$ cat src/rtl/irqa_pkg.sv
package irqa_pkg;

    localparam int LVL_W      = 3;
    localparam int NUM_LVL    = (1 << LVL_W) - 1;
    localparam int NMI_LVL    = NUM_LVL;
    localparam int VEC_W      = 8;
    localparam int TAB_ADDR_W = VEC_W + 2;

    typedef logic [LVL_W-1:0]      lvl_t;
    typedef logic [VEC_W-1:0]      vec_t;
    typedef logic [TAB_ADDR_W-1:0] taddr_t;

    typedef struct packed {
        lvl_t mask;
        logic sup;
        logic trace;
    } sr_t;

    typedef struct packed {
        vec_t   num;
        taddr_t addr;
        logic   spur;
    } vec_rec_t;

    typedef enum logic [1:0] {
        ST_IDLE  = 2'd0,
        ST_ACK   = 2'd1,
        ST_STACK = 2'd2
    } seq_st_e;

    localparam sr_t SR_RESET = '{mask: lvl_t'(NUM_LVL), sup: 1'b1, trace: 1'b0};

    // highest set index of the request vector, zero when none
    function automatic lvl_t top_level(input logic [NUM_LVL:1] lines);
        lvl_t r;
        r = '0;
        for (int i = 1; i <= NUM_LVL; i++) begin
            if (lines[i]) r = lvl_t'(i);
        end
        return r;
    endfunction

    // non-maskable level passes any mask, others need a strictly higher level
    function automatic logic level_wins(input lvl_t lvl, input lvl_t mask);
        return (lvl != '0) && ((lvl == lvl_t'(NMI_LVL)) || (lvl > mask));
    endfunction

    function automatic taddr_t table_addr(input vec_t v);
        return {v, 2'b00};
    endfunction

    function automatic vec_rec_t make_rec(input vec_t v, input logic spur);
        vec_rec_t r;
        r.num  = v;
        r.addr = table_addr(v);
        r.spur = spur;
        return r;
    endfunction

endpackage

$ cat src/rtl/irqa_prio.sv
module irqa_prio
    import irqa_pkg::*;
(
    input  logic             clk,
    input  logic             rst,
    input  logic [NUM_LVL:1] irq_req,
    input  logic             nmi_clr,
    output lvl_t             cand
);

    logic             nmi_q;
    logic             nmi_pend_q;
    logic [NUM_LVL:1] eff;

    // the top level is edge-triggered: remember a rising edge until it is taken
    always_ff @(posedge clk) begin
        if (rst) begin
            nmi_q      <= 1'b0;
            nmi_pend_q <= 1'b0;
        end else begin
            nmi_q      <= irq_req[NUM_LVL];
            nmi_pend_q <= (nmi_pend_q & ~nmi_clr) | (irq_req[NUM_LVL] & ~nmi_q);
        end
    end

    for (genvar g = 1; g <= NUM_LVL; g++) begin : g_eff
        if (g == NUM_LVL) begin : g_nmi
            assign eff[g] = nmi_pend_q;
        end else begin : g_lvl
            assign eff[g] = irq_req[g];
        end
    end

    assign cand = top_level(eff);

endmodule

$ cat src/rtl/irqa_sr.sv
module irqa_sr
    import irqa_pkg::*;
(
    input  logic clk,
    input  logic rst,
    input  logic ld_acc,
    input  lvl_t acc_lvl,
    input  logic ld_rte,
    input  sr_t  rte_val,
    output sr_t  cur,
    output sr_t  saved
);

    sr_t cur_q;
    sr_t saved_q;

    always_ff @(posedge clk) begin
        if (rst) begin
            cur_q   <= SR_RESET;
            saved_q <= SR_RESET;
        end else if (ld_rte) begin
            cur_q <= rte_val;
        end else if (ld_acc) begin
            saved_q <= cur_q;
            cur_q   <= '{mask: acc_lvl, sup: 1'b1, trace: 1'b0};
        end
    end

    assign cur   = cur_q;
    assign saved = saved_q;

endmodule

$ cat src/rtl/irqa_seq.sv
module irqa_seq
    import irqa_pkg::*;
#(
    parameter int TIMEOUT  = 16,
    parameter int SPUR_VEC = 24
) (
    input  logic     clk,
    input  logic     rst,
    input  logic     insn_end,
    input  logic     rte_req,
    input  lvl_t     cand,
    input  lvl_t     mask,
    input  logic     dev_vec_vld,
    input  vec_t     dev_vec,
    input  logic     stack_done,
    output logic     accept,
    output logic     rte_take,
    output logic     iack,
    output lvl_t     iack_level,
    output logic     stack_req,
    output vec_rec_t rec
);

    localparam int                CNT_W = $clog2(TIMEOUT + 1);
    localparam logic [CNT_W-1:0]  LAST  = CNT_W'(TIMEOUT - 1);
    localparam vec_t              SPUR  = vec_t'(SPUR_VEC);

    seq_st_e          st;
    logic [CNT_W-1:0] cnt;
    lvl_t             lvl_q;
    vec_rec_t         rec_q;
    logic             idle;
    logic             timeout_hit;

    assign idle        = (st == ST_IDLE);
    assign rte_take    = idle & rte_req;
    assign accept      = idle & insn_end & ~rte_req & level_wins(cand, mask);
    assign timeout_hit = (st == ST_ACK) & ~dev_vec_vld & (cnt == LAST);

    always_ff @(posedge clk) begin
        if (rst) begin
            st    <= ST_IDLE;
            cnt   <= '0;
            lvl_q <= '0;
            rec_q <= '0;
        end else begin
            case (st)
                ST_IDLE: begin
                    if (accept) begin
                        st    <= ST_ACK;
                        cnt   <= '0;
                        lvl_q <= cand;
                    end
                end
                ST_ACK: begin
                    if (dev_vec_vld) begin
                        rec_q <= make_rec(dev_vec, 1'b0);
                        st    <= ST_STACK;
                    end else if (timeout_hit) begin
                        rec_q <= make_rec(SPUR, 1'b1);
                        st    <= ST_STACK;
                    end else begin
                        cnt <= cnt + 1'b1;
                    end
                end
                ST_STACK: begin
                    if (stack_done) st <= ST_IDLE;
                end
                default: st <= ST_IDLE;
            endcase
        end
    end

    assign iack       = (st == ST_ACK);
    assign stack_req  = (st == ST_STACK);
    assign iack_level = lvl_q;
    assign rec        = rec_q;

endmodule

$ cat src/rtl/irq_level_acceptor.sv
module irq_level_acceptor
    import irqa_pkg::*;
#(
    parameter int ACK_TIMEOUT = 16,
    parameter int SPUR_VEC    = 24
) (
    input  logic                  clk,
    input  logic                  rst,
    input  logic [NUM_LVL:1]      irq_req,
    input  logic                  insn_end,
    input  logic                  rte_req,
    input  logic [LVL_W-1:0]      rte_mask,
    input  logic                  rte_sup,
    input  logic                  rte_trace,
    input  logic                  dev_vec_vld,
    input  logic [VEC_W-1:0]      dev_vec,
    input  logic                  stack_done,
    output logic                  iack,
    output logic [LVL_W-1:0]      iack_level,
    output logic                  stack_req,
    output logic [VEC_W-1:0]      vec_num,
    output logic [TAB_ADDR_W-1:0] vec_addr,
    output logic                  spurious,
    output logic [LVL_W-1:0]      mask_lvl,
    output logic                  sup_mode,
    output logic                  trace_mode,
    output logic [LVL_W-1:0]      saved_mask,
    output logic                  saved_sup,
    output logic                  saved_trace
);

    lvl_t     cand;
    logic     accept;
    logic     rte_take;
    sr_t      sr_cur;
    sr_t      sr_saved;
    sr_t      rte_val;
    vec_rec_t rec;
    lvl_t     lvl_ack;

    assign rte_val = '{mask: rte_mask, sup: rte_sup, trace: rte_trace};

    irqa_prio u_prio (
        .clk     (clk),
        .rst     (rst),
        .irq_req (irq_req),
        .nmi_clr (accept && (cand == lvl_t'(NMI_LVL))),
        .cand    (cand)
    );

    irqa_seq #(
        .TIMEOUT  (ACK_TIMEOUT),
        .SPUR_VEC (SPUR_VEC)
    ) u_seq (
        .clk         (clk),
        .rst         (rst),
        .insn_end    (insn_end),
        .rte_req     (rte_req),
        .cand        (cand),
        .mask        (sr_cur.mask),
        .dev_vec_vld (dev_vec_vld),
        .dev_vec     (dev_vec),
        .stack_done  (stack_done),
        .accept      (accept),
        .rte_take    (rte_take),
        .iack        (iack),
        .iack_level  (lvl_ack),
        .stack_req   (stack_req),
        .rec         (rec)
    );

    irqa_sr u_sr (
        .clk     (clk),
        .rst     (rst),
        .ld_acc  (accept),
        .acc_lvl (cand),
        .ld_rte  (rte_take),
        .rte_val (rte_val),
        .cur     (sr_cur),
        .saved   (sr_saved)
    );

    assign iack_level  = lvl_ack;
    assign vec_num     = rec.num;
    assign vec_addr    = rec.addr;
    assign spurious    = rec.spur;
    assign mask_lvl    = sr_cur.mask;
    assign sup_mode    = sr_cur.sup;
    assign trace_mode  = sr_cur.trace;
    assign saved_mask  = sr_saved.mask;
    assign saved_sup   = sr_saved.sup;
    assign saved_trace = sr_saved.trace;

endmodule

$ cat config.mk
export PLATFORM = sky130hd
export DESIGN_NAME = irq_level_acceptor
export DESIGN_NICKNAME = d
export VERILOG_FILES = /design/src/rtl/irqa_pkg.sv /design/src/rtl/irqa_prio.sv /design/src/rtl/irqa_sr.sv /design/src/rtl/irqa_seq.sv /design/src/rtl/irq_level_acceptor.sv
export SDC_FILE = /design/constraint.sdc
export NUM_CORES = 1
export LEC_CHECK = 0
export ABC_AREA = 1
export BUFFER_PORTS_ARGS = -buffer_cell sky130_fd_sc_hd__buf_4
export CORE_ASPECT_RATIO = 1.1
export CORE_UTILIZATION = 35
export DETAILED_ROUTE_END_ITERATION = 10
export PLACE_DENSITY_LB_ADDON = 0.12
export SYNTH_ARGS = -nofsm -noshare
export SYNTH_HDL_FRONTEND = slang
export SYNTH_SLANG_ARGS = --single-unit
$ cat constraint.sdc
create_clock -name clk -period 2.5 [get_ports clk]
set_clock_uncertainty 0.2 [all_clocks]
set_input_delay 0.5 -clock clk [delete_from_list [all_inputs] [get_ports clk]]
set_output_delay 0.5 -clock clk [all_outputs]
set_load 0.01 [all_outputs]
## Yosys cells after proc, flatten, opt, wreduce, memory -nomap -nowiden

Cells that the tools add are included.

| storage, ports and cells | value |
|---|---|
| output and inout port bits | 34 |
| register bits | 41 |

| cells by class | value |
|---|---|
| magnitude comparators | 1 |
| muxes and demuxes | 20 |
| bitwise operators | 14 |
| add/subtract/negate cells | 1 |
| equality and inequality tests | 9 |
| reduce and logical (&&, ||, !) cells | 13 |

Operators with widths:

| kind | count |
|---|---|
| 19-bit 2-to-1 mux | 2 |
| 5-bit 2-to-1 mux | 5 |
| 2-bit 2-to-1 mux | 6 |
| 3-bit 2-to-1 mux | 4 |
| 5-bit one-hot mux with 2 select lines | 1 |
| 1-bit bitwise AND | 8 |
| 2-bit inequality test, second input constant | 4 |
| 2-bit one-hot mux with 3 select lines | 1 |
| 2-bit AND reduction | 3 |
| 2-bit nonzero test | 3 |
| 5-bit by 1-bit adder with 5-bit output, second input constant | 1 |
| 5-bit by 4-bit equality test with 1-bit output, second input constant | 1 |
| 1-bit inverter | 5 |
| 4-bit AND reduction | 1 |
| 3-bit equality test, second input constant | 1 |
| 3-bit > comparator | 1 |
| 3-bit by 2-bit inequality test with 1-bit output, second input constant | 1 |
| 3-bit AND reduction | 1 |
| 3-bit nonzero test | 1 |
| 2-bit by 1-bit equality test with 1-bit output, second input constant | 1 |
| 2-bit equality test, second input constant | 1 |
| 1-bit logical AND | 2 |
| 2-bit zero test | 1 |
| 1-bit logical OR | 1 |
| 2 further kinds | 2 |

## Logic depth before layout (Yosys ltp)

| depth | value |
|---|---|
| depth after elaboration | 15 |
| mapped depth | 19 |
| depth with buffers taken out | 19 |

## By module

From an unflattened synthesis, not the netlist that was laid out.

| unflattened totals | value |
|---|---|
| cell total of the unflattened synthesis | 219 |
| area, all modules | 1,557.7 sq um |

By module, submodules not included:

| module | area an instance (sq um) | cells an instance | instances |
|---|---|---|---|
| irqa_seq | 993.5 | 140 | 1 |
| irqa_sr | 419.2 | 54 | 1 |
| irqa_prio | 133.9 | 22 | 1 |
| irq_level_acceptor | 11.3 | 3 | 1 |

## Worst setup path before layout

No wires, ideal clock.

| path | value |
|---|---|
| path kind | input -> register |
| start | input port irq_req[2] (netlist name) |
| end | register u_sr.saved_q (netlist bit u_sr.saved[1]) |
| setup slack | 0.334 ns |
| required time | 2.181 ns |
| cell stages on the path | 16 |
| library setup time | 0.119 ns |
| path buffers | 1 |
| arrival | 1.847 ns |
| cell sequence | inv_1 > nand2_1 > nand2_1 > nand2_1 > nand2_1 > nand2_1 > nand2_1 > inv_1 > ha_1 > nand3_1 > nand2_1 > a21oi_4 > nand2_4 > buf_12 > a21oi_2 > o21ai_1 |

| on the way | value |
|---|---|
| longest elaborated chain between the ends | 11 |
| elaborated cells on any way between the ends | 13 |
| classes of those cells | 1 x order compare; 1 x eq/ne; 6 x mux; 1 x bitwise; 4 x reduce/logical |

Ends and longest elaborated chain:

| element | RTL line | RTL |
|---|---|---|
| start, declared | irq_level_acceptor.sv:9 | `input logic [NUM_LVL:1] irq_req,` |
| 2-bit 2-to-1 mux * (2 in series) | irqa_pkg.sv:38 | `if (lines[i]) r = lvl_t'(i);` |
| 3-bit 2-to-1 mux * (4 in series) | irqa_pkg.sv:38 |  |
| 3-bit > comparator or 3-bit equality test (tied branches) | irqa_pkg.sv:45 | `return (lvl != '0) && ((lvl == lvl_t'(NMI_LVL)) \|\| (lvl > mask));` |
| 1-bit logical OR | irqa_pkg.sv:45 |  |
| 1-bit logical AND * | irqa_pkg.sv:45 |  |
| 1-bit bitwise AND * | irqa_seq.sv:37 | `assign accept = idle & insn_end & ~rte_req & level_wins(cand, mask);` |
| 2-bit AND reduction (no line) * | n/a |  |
| end signal, assigned | irqa_sr.sv:24 | `saved_q <= cur_q;` |
| end, declared | irqa_sr.sv:15 | `sr_t saved_q;` |

Mark *: on every way between the ends. The rest lies on a longest branch, timed or not.
A chain may end at the register's enable or synchronous reset.

## Worst setup path in the final report

| path | value |
|---|---|
| start | input port irq_req[2] (netlist name) |
| end | register u_seq.cnt[3] |

| on the way | value |
|---|---|
| longest elaborated chain between the ends | 12 |
| elaborated cells on any way between the ends | 14 |
| classes of those cells | 1 x order compare; 2 x eq/ne; 6 x mux; 1 x bitwise; 4 x reduce/logical |

Ends and longest elaborated chain:

| element | RTL line | RTL |
|---|---|---|
| 2-bit 2-to-1 mux * (2 in series) | irqa_pkg.sv:38 |  |
| 3-bit 2-to-1 mux * (4 in series) | irqa_pkg.sv:38 |  |
| 3-bit > comparator or 3-bit equality test (tied branches) | irqa_pkg.sv:45 |  |
| 1-bit logical OR | irqa_pkg.sv:45 |  |
| 1-bit logical AND * | irqa_pkg.sv:45 |  |
| 1-bit bitwise AND * | irqa_seq.sv:37 |  |
| 2-bit inequality test (no line) * | n/a |  |
| 4-bit AND reduction (no line) * | n/a |  |
| end signal, assigned | irqa_seq.sv:63 | `cnt <= cnt + 1'b1;` |
| end, declared | irqa_seq.sv:29 | `logic [CNT_W-1:0] cnt;` |

Marked as above.

==> insert_results.sql <==
INSERT INTO impl_metrics (metric_group, metric, value, unit) VALUES
('synth', 'ys_seq_area_share', '40.0', '%'),
('power_and_ir_drop', 'power_per_cell_area', '647', 'nW/µm²'),
('detailed_routing', 'routed_wire_length_per_instance', '10.7', 'µm'),
('layout', 'area_growth', '32.7', '%'),
('die', 'chipHeight', '71.8', 'µm'),
('layout', 'finish.net_count', '276', ''),
('cts', 'cts_made_buffers', '5', ''),
('place', 'dp_hpwl', '2410', 'µm'),
('hold_path', 'min_path_type', 'in -> reg', ''),
('place', 'place_ws', '0.0265', 'ns'),
('power_and_ir_drop', 'vdd_drop_max', '354', 'µV'),
('detailed_routing', 'remaining_drc_errors', '0', ''),
('critical_path', 'path_class', 'in -> reg', ''),
('critical_path', 'largest_stage_delay_worst_path', '0.26', 'ns'),
('die', 'placement_rows', '25', ''),
('synth', 'syn-instance-count', '194', ''),
('sta', 'finalCritPeriodShare', '87.6', '%'),
('critical_path', 'crit_path_end_kind', 'register', ''),
('critical_path', 'crit_chain', 'buf_4, inv_1, nand2_1, nand2_1, nand2_1, nand2_1, nand2_1, nand2_1, inv_1, ha_1, nand3_1, nand2_1, a21oi_4, nand2_4, nand2_2, nand2_1, nand2_1, nor2_1', ''),
('sta', 'layout_min_cycle_time', '2.19', 'ns'),
('layout', 'total_inserted_antenna_cells', '0', ''),
('sta', 'drv_slew', '0', ''),
('cts', 'htree_levels', '2', ''),
('cts', 'clock_sink_count', '31', ''),
('die', 'io_pins', '60', ''),
('layout', 'post_route_cells_drive_above_1_share', '38.6', '%'),
('cts', 'cts_resized', '0', ''),
('sta', 'timing.final.hold_violations', '0', ''),
('critical_path', 'startpoint_type', 'primary input', ''),
('cts', 'hold_buffers', '0', ''),
('sta', 'grt_setup_unrepaired', 'no', ''),
('critical_path', 'crit_family', 'simple AND/OR/NAND/NOR gates', ''),
('die', 'design.die.area', '4700', 'µm²'),
('job', 'number_of_max_cap_violations', '0', ''),
('global_routing', 'grt.total_usage', '14.8', '%'),
('cts', 'tritoncts_clock_tree', 'built', ''),
('die', 'floorplan.initialDensity', '36.2', '%'),
('sta', 'tightest_hold_margin', '0.235', 'ns'),
('critical_path', 'crit_arrival', '2.17', 'ns'),
('synth', 'synth_seq_cells', '31', ''),
('synth', 'synth_area', '1550', 'µm²'),
('place', 'gpl_congestion', '0.776', ''),
('die', 'floorplan.die.width', '65.5', 'µm'),
('power_and_ir_drop', 'total_leakage_power', '0.985', 'nW'),
('sta', 'finalSetupTns', '0', 'ns'),
('synth', 'syn_area_cell', '7.99', 'µm²'),
('cts', 'number_of_buffers_added_for_setup_after_cts', '0', ''),
('detailed_routing', 'drt_pass1_iterations', '4', ''),
('synth', 'yosys_warnings', '0', ''),
('cts', 'insertion_delay', '0.28', 'ns'),
('global_routing', 'largest_net_degree_at_the_start_of_global_routing', '22', ''),
('sta', 'report.final.setup_viol', '0', ''),
('global_routing', 'antenna_found_initial', '0', ''),
('critical_path', 'cp_num_buf_inv', '3', ''),
('detailed_routing', 'routed_via_density', '4.49', ''),
('critical_path', 'critical_path_required', '2.47', 'ns'),
('synth', 'asyncSetResetFlopFracSynth', '0', '%'),
('global_routing', 'first_global_vias', '1240', ''),
('sta', 'setup_ws', '0.309', 'ns'),
('detailed_routing', 'ant_nets', '0', ''),
('critical_path', 'critPathSlowestCell', 'sky130_fd_sc_hd__ha_1', ''),
('synth', 'number_of_flops_mapped_to_enable_cells_by_yosys', '0', ''),
('sta', 'clock.fmax', '456', 'MHz'),
('cts', 'cts.root.buffer_cell', 'sky130_fd_sc_hd__clkbuf_8', ''),
('critical_path', 'cp_common_cell', 'sky130_fd_sc_hd__nand2_1', ''),
('critical_path', 'timing.critical_path.fanout_max', '21', ''),
('detailed_routing', 'num_vias', '1347', ''),
('place', 'placement.io_buffers', '57', ''),
('synth', 'ys_types', '30', ''),
('cts', 'max-clock-path-buffers', '2', ''),
('global_routing', 'global_route_wire_length_before_repair', '5320', 'µm'),
('cts', 'worst_setup_hold_path_clk_slew', '0.07', 'ns'),
('status', 'status', 'complete, no violations', ''),
('die', 'placeable_core_region', '4290', 'µm²'),
('global_routing', 'grt_remaining_overflow', '0', ''),
('detailed_routing', 'initialDrtViolationCount', '44', ''),
('detailed_routing', 'detail_route.wirelength', '3210', 'µm'),
('synth', 'commonest_register_cell_after_synthesis', 'sky130_fd_sc_hd__dfxtp_1', '');
routing by layer:
metal / wire, µm / track usage (%) / vias up
met4: 61 / 6.52 / 0
li1: - / - / 720
met2: 1500 / 25.9 / 45
met3: 221 / 4.14 / 9
met1: 1420 / 16.4 / 573
met5: 0 / 0 / -
worst paths after layout:
check / slack, ns / startpoint / to / depth (start not counted)
max: 0.31 / irq_req[2] / u_seq.cnt[3] / 18
min: 0.24 / rte_sup / u_sr.cur[1] / 3
max reg2reg: 0.37 / u_prio.nmi_pend_q / u_seq.cnt[3] / 12
min reg2reg: 0.27 / u_seq.rec[0] / u_seq.rec[0] / 2
state kept, by name (all words and copies together), names as in the netlist:
signal	cells
u_seq.rec	9
u_prio.nmi_q	1
u_sr.saved	5
u_seq.iack_level	3
u_seq.st	2
u_prio.nmi_pend_q	1
u_sr.cur	5
u_seq.cnt	5
placed cells by master, fill, tap and decap left out:
cell type | Yosys | layout
sky130_fd_sc_hd__a21o_1 | 1 | 1
sky130_fd_sc_hd__a21oi_1 | 15 | 15
sky130_fd_sc_hd__a21oi_2 | 7 | 7
sky130_fd_sc_hd__a21oi_4 | 1 | 1
sky130_fd_sc_hd__buf_4 | 10 | 58
sky130_fd_sc_hd__bufinv_16 | 0 | 1
sky130_fd_sc_hd__clkbuf_8 | 0 | 6
sky130_fd_sc_hd__clkinv_2 | 0 | 1
sky130_fd_sc_hd__conb_1 | 1 | 2
sky130_fd_sc_hd__dfxtp_1 | 31 | 31
sky130_fd_sc_hd__ha_1 | 5 | 5
sky130_fd_sc_hd__inv_1 | 20 | 20
sky130_fd_sc_hd__inv_2 | 4 | 4
sky130_fd_sc_hd__nand2_1 | 43 | 43
sky130_fd_sc_hd__nand2_2 | 2 | 2
sky130_fd_sc_hd__nand2_4 | 1 | 1
sky130_fd_sc_hd__nand3_1 | 11 | 11
sky130_fd_sc_hd__nand3_2 | 5 | 5
sky130_fd_sc_hd__nand3_4 | 1 | 1
sky130_fd_sc_hd__nand3b_2 | 1 | 1
sky130_fd_sc_hd__nand3b_4 | 1 | 1
sky130_fd_sc_hd__nand4_1 | 3 | 3
sky130_fd_sc_hd__nor2_1 | 12 | 12
sky130_fd_sc_hd__nor2_2 | 2 | 2
sky130_fd_sc_hd__nor2_4 | 1 | 1
sky130_fd_sc_hd__o21ai_0 | 3 | 3
sky130_fd_sc_hd__o21ai_1 | 5 | 5
sky130_fd_sc_hd__o221a_2 | 2 | 2
sky130_fd_sc_hd__or2_2 | 1 | 1
power by group:
part           internal [mW]  switching [mW]  leakage, nW
Combinational          0.123           0.144        0.671
Clock                  0.322           0.184       0.0612
Sequential             0.531          0.0266        0.253
logic make-up (layout without fill, tap and decap cells):
group                    Yosys count  count (layout)  share of synthesized area, %
AND/OR/NAND/NOR                   84              84                          27.9
buffers and inverters             39              90                          13.4
AO/OA/AOI/OAI                     34              34                          14.4
flip-flops                        31              31                          40.0
adder cells (fa/ha/maj)            5               5                          4.04
other                              1               2                         0.242
cells in the mapped netlist, types with 2 or more instances:
library cell               instances  area (µm²)
sky130_fd_sc_hd__o21ai_1           5        25.0
sky130_fd_sc_hd__buf_4            10        75.1
sky130_fd_sc_hd__nand3_2           5        50.1
sky130_fd_sc_hd__clkbuf_1          2        7.51
sky130_fd_sc_hd__a21oi_2           7        61.3
sky130_fd_sc_hd__nand2_1          43         161
sky130_fd_sc_hd__ha_1              5        62.6
sky130_fd_sc_hd__inv_1            20        75.1
sky130_fd_sc_hd__dfxtp_1          31         621
sky130_fd_sc_hd__o21ai_0           3        15.0
sky130_fd_sc_hd__nor2_1           12        45.0
sky130_fd_sc_hd__a21oi_1          15        75.1
sky130_fd_sc_hd__inv_2             4        15.0
sky130_fd_sc_hd__nand2_2           2        12.5
sky130_fd_sc_hd__nor2_2            2        12.5
sky130_fd_sc_hd__o221a_2           2        22.5
sky130_fd_sc_hd__nand4_1           3        18.8
sky130_fd_sc_hd__nand3_1          11        55.1
through the flow:
| stage | power, mW | utilization, % | cells | area, µm² |
|---|---|---|---|---|
| after floorplan | 0.745 | - | 195 | 1550 |
| after global placement | 0.838 | 45.3 | 292 | 1940 |
| after detailed placement | 0.839 | 45.3 | 292 | 1940 |
| after CTS | 1.35 | 48.0 | 300 | 2060 |
| after global routing | 1.40 | 48.0 | 300 | 2060 |
| final | 1.33 | 48.0 | 300 | 2060 |
worst min-delay path: stages:
cell	delay (ns)
sky130_fd_sc_hd__buf_4	0.08
sky130_fd_sc_hd__o21ai_1	0.06
sky130_fd_sc_hd__nand2_1	0.05
final cells by class:
cell class | instances | area, µm²
Clock inverter | 2 | 35.0
Multi-Input combinational cell | 125 | 726
Timing Repair Buffer | 58 | 435
Clock buffer | 6 | 82.6
Sequential cell | 31 | 621
Fill cell | 447 | 2230
Inverter | 24 | 90.1
Tap cell | 54 | 67.6
(Power assumes the default switching activity.)
